### config.mk
export PLATFORM = sky130hd
export DESIGN_NAME = mw_eeprom
export DESIGN_NICKNAME = d
export VERILOG_FILES = /design/src/rtl/mw_eeprom_pkg.sv /design/src/rtl/mw_store.sv /design/src/rtl/mw_frontend.sv /design/src/rtl/mw_eeprom.sv
export SDC_FILE = /design/constraint.sdc
export NUM_CORES = 2
export LEC_CHECK = 0
export BUFFER_PORTS_ARGS = -buffer_cell sky130_fd_sc_hd__buf_4
export CORE_ASPECT_RATIO = 1.5
export CORE_UTILIZATION = 24
export CTS_CLUSTER_SIZE = 24
export DETAILED_ROUTE_END_ITERATION = 8
export PLACE_DENSITY_LB_ADDON = 0.3
export SLEW_MARGIN = 20
export SYNTH_ARGS = -nofsm -noshare
export SYNTH_HDL_FRONTEND = slang
export SYNTH_SLANG_ARGS = --single-unit
### constraint.sdc
create_clock -name clk -period 3.4 [get_ports clk]
set_input_delay 0.34 -clock clk [delete_from_list [all_inputs] [get_ports clk]]
set_output_delay 0.34 -clock clk [all_outputs]
set_load 0.01 [all_outputs]
### src/rtl/mw_eeprom_pkg.sv
package mw_eeprom_pkg;

    // Modifying operation handed from the serial front end to the array
    typedef enum logic [2:0] {
        PK_NONE  = 3'd0,
        PK_WRITE = 3'd1,
        PK_ERASE = 3'd2,
        PK_ERAL  = 3'd3,
        PK_WRAL  = 3'd4
    } prog_kind_e;

    // Frame reception phases
    typedef enum logic [2:0] {
        FE_IDLE  = 3'd0,
        FE_OPC   = 3'd1,
        FE_ADDR  = 3'd2,
        FE_DATA  = 3'd3,
        FE_RDOUT = 3'd4,
        FE_DONE  = 3'd5
    } fe_state_e;

endpackage

### src/rtl/mw_store.sv
module mw_store
    import mw_eeprom_pkg::*;
#(
    parameter int WORD_W      = 16,
    parameter int WORDS       = 64,
    parameter int PROG_CYCLES = 40,
    localparam int AW_W  = $clog2(WORDS),
    localparam int AW_B  = AW_W + 1,
    localparam int HB    = WORD_W / 2,
    localparam int TIM_W = $clog2(PROG_CYCLES + 1)
) (
    input  logic              clk,
    input  logic              rst_n,
    input  logic              org16,
    input  logic [AW_B-1:0]   rd_addr,
    output logic [WORD_W-1:0] rd_word,
    input  logic              prog_start,
    input  prog_kind_e        prog_kind,
    input  logic [AW_B-1:0]   prog_addr,
    input  logic [WORD_W-1:0] prog_data,
    output logic              busy
);

    typedef struct packed {
        logic [WORDS-1:0][WORD_W-1:0] mem;
        logic [TIM_W-1:0]             timer;
    } st_t;

    st_t q, d;
    logic [WORD_W-1:0] wval;
    logic [WORD_W-1:0] sel_word;

    assign wval = (prog_kind == PK_ERASE) ? {WORD_W{1'b1}} : prog_data;

    always_comb begin
        d = q;
        if (q.timer != '0) d.timer = q.timer - 1'b1;
        if (prog_start) begin
            d.timer = TIM_W'(PROG_CYCLES);
            case (prog_kind)
                PK_WRITE, PK_ERASE: begin
                    if (org16)
                        d.mem[prog_addr[AW_W-1:0]] = wval;
                    else if (prog_addr[0])
                        d.mem[prog_addr[AW_B-1:1]][WORD_W-1:HB] = wval[HB-1:0];
                    else
                        d.mem[prog_addr[AW_B-1:1]][HB-1:0] = wval[HB-1:0];
                end
                PK_ERAL: d.mem = '1;
                PK_WRAL: begin
                    for (int i = 0; i < WORDS; i++)
                        d.mem[i] = org16 ? prog_data : {2{prog_data[HB-1:0]}};
                end
                default: ;
            endcase
        end
    end

    always_ff @(posedge clk or negedge rst_n) begin
        if (!rst_n) begin
            q.mem   <= '1;
            q.timer <= '0;
        end else begin
            q <= d;
        end
    end

    // Combinational read port, byte lane picked in 8-bit view
    always_comb begin
        sel_word = org16 ? q.mem[rd_addr[AW_W-1:0]] : q.mem[rd_addr[AW_B-1:1]];
        if (org16)
            rd_word = sel_word;
        else if (rd_addr[0])
            rd_word = {{HB{1'b0}}, sel_word[WORD_W-1:HB]};
        else
            rd_word = {{HB{1'b0}}, sel_word[HB-1:0]};
    end

    assign busy = (q.timer != '0);

endmodule

### src/rtl/mw_frontend.sv
module mw_frontend
    import mw_eeprom_pkg::*;
#(
    parameter int WORD_W = 16,
    parameter int WORDS  = 64,
    localparam int AW_W  = $clog2(WORDS),
    localparam int AW_B  = AW_W + 1,
    localparam int HB    = WORD_W / 2,
    localparam int CNT_W = $clog2(WORD_W + 1)
) (
    input  logic              clk,
    input  logic              rst_n,
    input  logic              cs,
    input  logic              sclk,
    input  logic              din,
    input  logic              org16,
    input  logic              busy,
    input  logic [WORD_W-1:0] rd_word,
    output logic [AW_B-1:0]   rd_addr,
    output logic              prog_start,
    output prog_kind_e        prog_kind,
    output logic [AW_B-1:0]   prog_addr,
    output logic [WORD_W-1:0] prog_data,
    output logic              dout,
    output logic              dout_oe
);

    typedef struct packed {
        fe_state_e         st;
        logic [1:0]        op;
        logic [AW_B-1:0]   addr;
        logic [WORD_W-1:0] data;
        logic [CNT_W-1:0]  cnt;
        logic              sclk_q;
        logic              cs_q;
        logic              armed;
        logic              en;
        logic              status;
        logic              rd_on;
        logic              dout_bit;
        logic [WORD_W-1:0] rd_sr;
        prog_kind_e        pend;
        logic [AW_B-1:0]   pend_addr;
        logic [WORD_W-1:0] pend_data;
    } fe_t;

    fe_t q, d;

    logic             cs_rise, cs_fall, sck_up;
    logic [AW_B-1:0]  a_full;
    logic [1:0]       ext_sel;
    logic [CNT_W-1:0] aw_last, dw_last, dw_len;

    assign cs_rise = cs & ~q.cs_q;
    assign cs_fall = ~cs & q.cs_q;
    assign sck_up  = sclk & ~q.sclk_q;
    assign a_full  = {q.addr[AW_B-2:0], din};
    assign ext_sel = org16 ? a_full[AW_W-1:AW_W-2] : a_full[AW_B-1:AW_B-2];
    assign aw_last = org16 ? CNT_W'(AW_W - 1) : CNT_W'(AW_B - 1);
    assign dw_last = org16 ? CNT_W'(WORD_W - 1) : CNT_W'(HB - 1);
    assign dw_len  = org16 ? CNT_W'(WORD_W) : CNT_W'(HB);
    assign rd_addr = a_full;

    always_comb begin
        d          = q;
        prog_start = 1'b0;
        d.sclk_q   = sclk;
        d.cs_q     = cs;
        if (cs_rise) d.armed = ~busy;

        if (cs_fall) begin
            d.st    = FE_IDLE;
            d.rd_on = 1'b0;
            d.armed = 1'b0;
            if (q.pend != PK_NONE && q.en) begin
                prog_start = 1'b1;
                d.status   = 1'b1;
            end else if (!busy) begin
                d.status = 1'b0;
            end
            d.pend = PK_NONE;
        end else if (cs && q.armed && sck_up) begin
            case (q.st)
                FE_IDLE: begin
                    if (din) begin
                        d.st     = FE_OPC;
                        d.cnt    = '0;
                        d.status = 1'b0;
                    end
                end
                FE_OPC: begin
                    d.op = {q.op[0], din};
                    if (q.cnt == CNT_W'(1)) begin
                        d.st   = FE_ADDR;
                        d.cnt  = '0;
                        d.addr = '0;
                    end else begin
                        d.cnt = q.cnt + 1'b1;
                    end
                end
                FE_ADDR: begin
                    d.addr = a_full;
                    if (q.cnt == aw_last) begin
                        d.cnt = '0;
                        case (q.op)
                            2'b10: begin
                                d.rd_sr    = rd_word;
                                d.rd_on    = 1'b1;
                                d.dout_bit = 1'b0;
                                d.st       = FE_RDOUT;
                            end
                            2'b01: begin
                                d.st   = FE_DATA;
                                d.data = '0;
                            end
                            2'b11: begin
                                d.pend      = PK_ERASE;
                                d.pend_addr = a_full;
                                d.st        = FE_DONE;
                            end
                            default: begin
                                d.st = FE_DONE;
                                case (ext_sel)
                                    2'b11: d.en   = 1'b1;
                                    2'b00: d.en   = 1'b0;
                                    2'b10: d.pend = PK_ERAL;
                                    default: begin
                                        d.st   = FE_DATA;
                                        d.data = '0;
                                    end
                                endcase
                            end
                        endcase
                    end else begin
                        d.cnt = q.cnt + 1'b1;
                    end
                end
                FE_DATA: begin
                    d.data = {q.data[WORD_W-2:0], din};
                    if (q.cnt == dw_last) begin
                        d.pend      = (q.op == 2'b01) ? PK_WRITE : PK_WRAL;
                        d.pend_addr = q.addr;
                        d.pend_data = {q.data[WORD_W-2:0], din};
                        d.st        = FE_DONE;
                    end else begin
                        d.cnt = q.cnt + 1'b1;
                    end
                end
                FE_RDOUT: begin
                    if (q.cnt < dw_len) begin
                        d.dout_bit = org16 ? q.rd_sr[WORD_W-1] : q.rd_sr[HB-1];
                        d.rd_sr    = {q.rd_sr[WORD_W-2:0], 1'b0};
                        d.cnt      = q.cnt + 1'b1;
                    end else begin
                        d.dout_bit = 1'b0;
                    end
                end
                default: ;
            endcase
        end
    end

    always_ff @(posedge clk or negedge rst_n) begin
        if (!rst_n) begin
            q.st        <= FE_IDLE;
            q.op        <= '0;
            q.addr      <= '0;
            q.data      <= '0;
            q.cnt       <= '0;
            q.sclk_q    <= 1'b0;
            q.cs_q      <= 1'b0;
            q.armed     <= 1'b0;
            q.en        <= 1'b0;
            q.status    <= 1'b0;
            q.rd_on     <= 1'b0;
            q.dout_bit  <= 1'b0;
            q.rd_sr     <= '0;
            q.pend      <= PK_NONE;
            q.pend_addr <= '0;
            q.pend_data <= '0;
        end else begin
            q <= d;
        end
    end

    assign prog_kind = q.pend;
    assign prog_addr = q.pend_addr;
    assign prog_data = q.pend_data;
    assign dout_oe   = cs & (q.status | q.rd_on);
    assign dout      = q.status ? ~busy : q.dout_bit;

endmodule

### src/rtl/mw_eeprom.sv
module mw_eeprom
    import mw_eeprom_pkg::*;
#(
    parameter int MEM_BITS    = 1024,
    parameter int WORD_W      = 16,
    parameter int PROG_CYCLES = 40,
    localparam int WORDS = MEM_BITS / WORD_W,
    localparam int AW_W  = $clog2(WORDS),
    localparam int AW_B  = AW_W + 1
) (
    input  logic clk,
    input  logic rst_n,
    input  logic cs,
    input  logic sclk,
    input  logic din,
    input  logic org16,
    output logic dout,
    output logic dout_oe
);

    logic [AW_B-1:0]   rd_addr_w;
    logic [WORD_W-1:0] rd_word_w;
    logic              prog_start_w;
    prog_kind_e        prog_kind_w;
    logic [AW_B-1:0]   prog_addr_w;
    logic [WORD_W-1:0] prog_data_w;
    logic              busy_w;

    mw_frontend #(
        .WORD_W (WORD_W),
        .WORDS  (WORDS)
    ) fe_i (
        .clk        (clk),
        .rst_n      (rst_n),
        .cs         (cs),
        .sclk       (sclk),
        .din        (din),
        .org16      (org16),
        .busy       (busy_w),
        .rd_word    (rd_word_w),
        .rd_addr    (rd_addr_w),
        .prog_start (prog_start_w),
        .prog_kind  (prog_kind_w),
        .prog_addr  (prog_addr_w),
        .prog_data  (prog_data_w),
        .dout       (dout),
        .dout_oe    (dout_oe)
    );

    mw_store #(
        .WORD_W      (WORD_W),
        .WORDS       (WORDS),
        .PROG_CYCLES (PROG_CYCLES)
    ) store_i (
        .clk        (clk),
        .rst_n      (rst_n),
        .org16      (org16),
        .rd_addr    (rd_addr_w),
        .rd_word    (rd_word_w),
        .prog_start (prog_start_w),
        .prog_kind  (prog_kind_w),
        .prog_addr  (prog_addr_w),
        .prog_data  (prog_data_w),
        .busy       (busy_w)
    );

endmodule

==> run metrics <==
maximum clock frequency between 200 and 300 MHz; Clock Tree Root clkbuf_16; via-per-instance ratio ~6.1; num rows about 250; area delta synth->final 18.7%; Cell Area, Synth roughly 73000 sq um; Sequential cell area a little under 30000 sq um; pin count of the biggest net entering global routing 106; Max Cap Violations 0; Die W between 400 and 500 microns; Port Buf Inserts 7; Total Neg Setup Slack -0.362 ns; crit start category flip-flop; Unique masters post-synth 88; Routed Antenna Nets 0; Worst-path clk slew roughly 0.07 ns; global-route wire length before repair approximately 560000 microns; global route overflow 0; Post-synth top flop dfstp_2; Starting Density 0.241; die area between 300000 and 400000 sq um; # DRC 0; fin nets ~7600; boundary pin count 8; Yosys reg bits 1111; Sink Count approximately 1100; DRT Wirelength roughly 410000 microns; ys async rst share 1.00; CTS max path bufs 3; Fin. Hold Viols 0; Synth Area in Compound Gates 0.219; Period Utilization, post-route 1.07; relative slew slack 0.148; CTS tree yes; leakage around 28 nW; WS Path Type reg -> reg; Multi-input gate area 40400 sq um; final setup vio count 5; Total GRT Usage 0.259; worst skew pair latency about 0.83 ns; Crit path buffers/inverters 2; via count approximately 70000; simple-gate portion of the synthesized area 0.140; fin. max-slew vios 0; initial drt markers between 8000 and 9000; VDD IR max 0.000406 V; Synth warnings 0; initial antenna violation count 16; Worst Path Required slightly above 4 ns; final core occ 0.287; Adder-Cell Fraction of Synth Area 0.00257; largest family of logic cells by synthesized area compound AO/OA/AOI/OAI gates; CTS Buf Count approximately 110; Worst Skew 0.0470 ns; CP max stage cell a21oi_1; H-tree depth 3; Setup WS post-layout -0.250 ns; minimum clock period around 3.7 ns; DIE HEIGHT roughly 680 microns; WL/cell about 35 microns; number of global-route vias before repair between 60000 and 70000; First-pass DRT Iterations 7; Post-synth EDFFs 0; Critical Path Fanout Max 17; total power approximately 28 mW; Synthesized Nets 7466; Top delay family on crit path compound AO/OA/AOI/OAI gates; Min-Delay Path Class in -> reg; Fillers between 30000 and 40000; Post-Syn Area per Cell 9.79 sq um; register area share after synthesis 0.399; slew at the pin closest to its max-slew limit around 1.3 ns; Gate Count Post-Synth between 7000 and 8000; failing checks setup timing; outcome complete, but fails checks; post-synthesis xor/xnor area fraction 0.000360; Core ar. about 300000 sq um; CP arrival about 4.4 ns; RSZ-0062 raised after global routing yes; crit path cell chain buf_12, buf_4, nand3b_1, o221ai_1, a21oi_1, o21ai_0, a311oi_1, o31a_1; GP Congestion slightly above 1; max incr delay on CP roughly 0.8 ns; power density cells roughly 330 nW/um^2; post-synthesis mux area share 0.187; DP Wirelength around 290000 microns; CP Capture Type flip-flop; share of cells above drive strength 1 0.369
placed cells by master (no fill, tap or decap), types with 25 or more instances in the layout:
| cell type | netlist | layout |
|---|---|---|
| dfstp_2 | 1024 | 1024 |
| buf_4 | 67 | 626 |
| o21ai_1 | 28 | 28 |
| nand3_1 | 156 | 156 |
| nor2_2 | 44 | 61 |
| a22oi_1 | 30 | 30 |
| a2bb2oi_1 | 39 | 39 |
| o221a_2 | 104 | 104 |
| a221oi_1 | 405 | 405 |
| nand2_2 | 16 | 43 |
| a21oi_1 | 536 | 536 |
| a31oi_1 | 103 | 102 |
| buf_12 | 3 | 157 |
| dfrtp_1 | 87 | 83 |
| clkbuf_16 | 0 | 118 |
| o21ai_0 | 539 | 538 |
| nand2_1 | 843 | 816 |
| nor2_1 | 1180 | 1153 |
| mux2i_1 | 79 | 79 |
| a31o_2 | 25 | 25 |
| mux4_1 | 63 | 63 |
| mux4_2 | 482 | 482 |
| o22ai_1 | 501 | 501 |
| clkbuf_8 | 0 | 26 |
synth_stat cells (10+ instances only):
cell type	count	share of area
nor2_1	1180	0.061
or3_1	22	0.0019
buf_6	23	0.0036
nor2b_1	10	0.00086
a211oi_1	12	0.0012
and3_1	21	0.0018
a31o_2	25	0.0030
nor3b_1	11	0.0011
nand2_1	843	0.043
a22o_1	13	0.0016
or2_2	16	0.0014
nor3_1	23	0.0016
o221a_2	104	0.016
mux4_2	482	0.15
a22oi_1	30	0.0031
o21ai_1	28	0.0019
a31oi_1	103	0.0088
dfrtp_1	87	0.030
o22ai_1	501	0.043
ha_1	15	0.0026
buf_1	27	0.0014
buf_2	277	0.019
nor2_2	44	0.0038
nand3_1	156	0.011
nand2_2	16	0.0014
inv_1	15	0.00077
buf_4	67	0.0069
o21ai_0	539	0.037
or3b_2	13	0.0016
dfstp_2	1024	0.37
mux2i_1	79	0.011
and3b_1	13	0.0016
nand3b_1	13	0.0013
o211ai_1	16	0.0016
clkbuf_1	352	0.018
o31ai_1	18	0.0019
a221oi_1	405	0.049
a21oi_1	536	0.037
mux4_1	63	0.023
a2bb2oi_1	39	0.0047
mux2_2	20	0.0031
repair_timing:
action / 4_1_cts / 5_1_grt
endpoints found under the setup margin: 9 / 89
endpoints found under the hold margin: 5 / 0
setup buffers: 0 / 0
hold buffers: 3 / 0
gates resized for setup: 2 / 14
layout make-up:
| type | count | share of cell area |
|---|---|---|
| clock buffers | 164 | 0.0391 |
| multi-input cells | 5561 | 0.467 |
| inverters | 19 | 0.000882 |
| clock inverters | 48 | 0.00795 |
| flip-flops and latches | 1111 | 0.336 |
| diodes | 6 | 0.000173 |
| repair buffers | 789 | 0.0916 |
| well taps | 3984 | 0.0576 |
routing by layer:
| layer | GRT usage | routed length, microns | vias up |
|---|---|---|---|
| met4 | 0.235 | 45700 | 16 |
| li1 | - | - | 28700 |
| met5 | 0 | 100 | - |
| met3 | 0.0512 | 32900 | 1532 |
| met1 | 0.283 | 138000 | 35800 |
| met2 | 0.423 | 190000 | 4782 |
tightest hold or removal path: stages:
cell and delay [ns]:
buf_4 0.13, inv_1 0.06, ha_1 0.15, o31ai_1 0.07
path summary, 6_finish.rpt:
kind	startpoint	end	slack [ns]	depth (start not counted)
max in group asynchronous	rst_n	asynchronous set/reset pin	1.82	4
max	fe_i.rd_addr[2]	fe_i.q[30]	-0.25	8
min reg2reg	flip-flop	flip-flop	0.47	2
max reg2reg	fe_i.rd_addr[2]	fe_i.q[30]	-0.25	8
min in group asynchronous	rst_n	fe_i.rd_addr[2]	0.38	2
min	cs	fe_i.q[46]	0.02	4
per-stage QoR:
| step | setup WS (ns) | area, sq um | hold slack (ns) | cells |
|---|---|---|---|---|
| detailed placement | -0.145 | 82400 | 0.463 | 11500 |
| floorplan | 0.347 | 72900 | 0.0444 | 7445 |
| finish | -0.250 | 86600 | 0.0250 | 11700 |
| global route | -0.0128 | 86600 | 0.0566 | 11700 |
| CTS | 0.0106 | 86500 | 0.00706 | 11700 |
| global placement | -0.128 | 82300 | 0.458 | 11500 |
power by group:
part,internal [mW],switching (mW)
clock,8.06,6.31
combinational,0.212,0.571
sequential,13.3,0.00922
kinds of logic (layout without fill, tap and decap cells):
group	count (synthesis)	count (layout)
AOI/OAI and AO/OA	2453	2453
xor gates and xnor gates	3	3
adders and majority gates	15	15
buffers and inverters	773	1020
DFF	1111	1111
muxes	648	648
other	0	6
and+or+nand+nor	2442	2442
No activity file was read; power rests on OpenSTA's default activity.
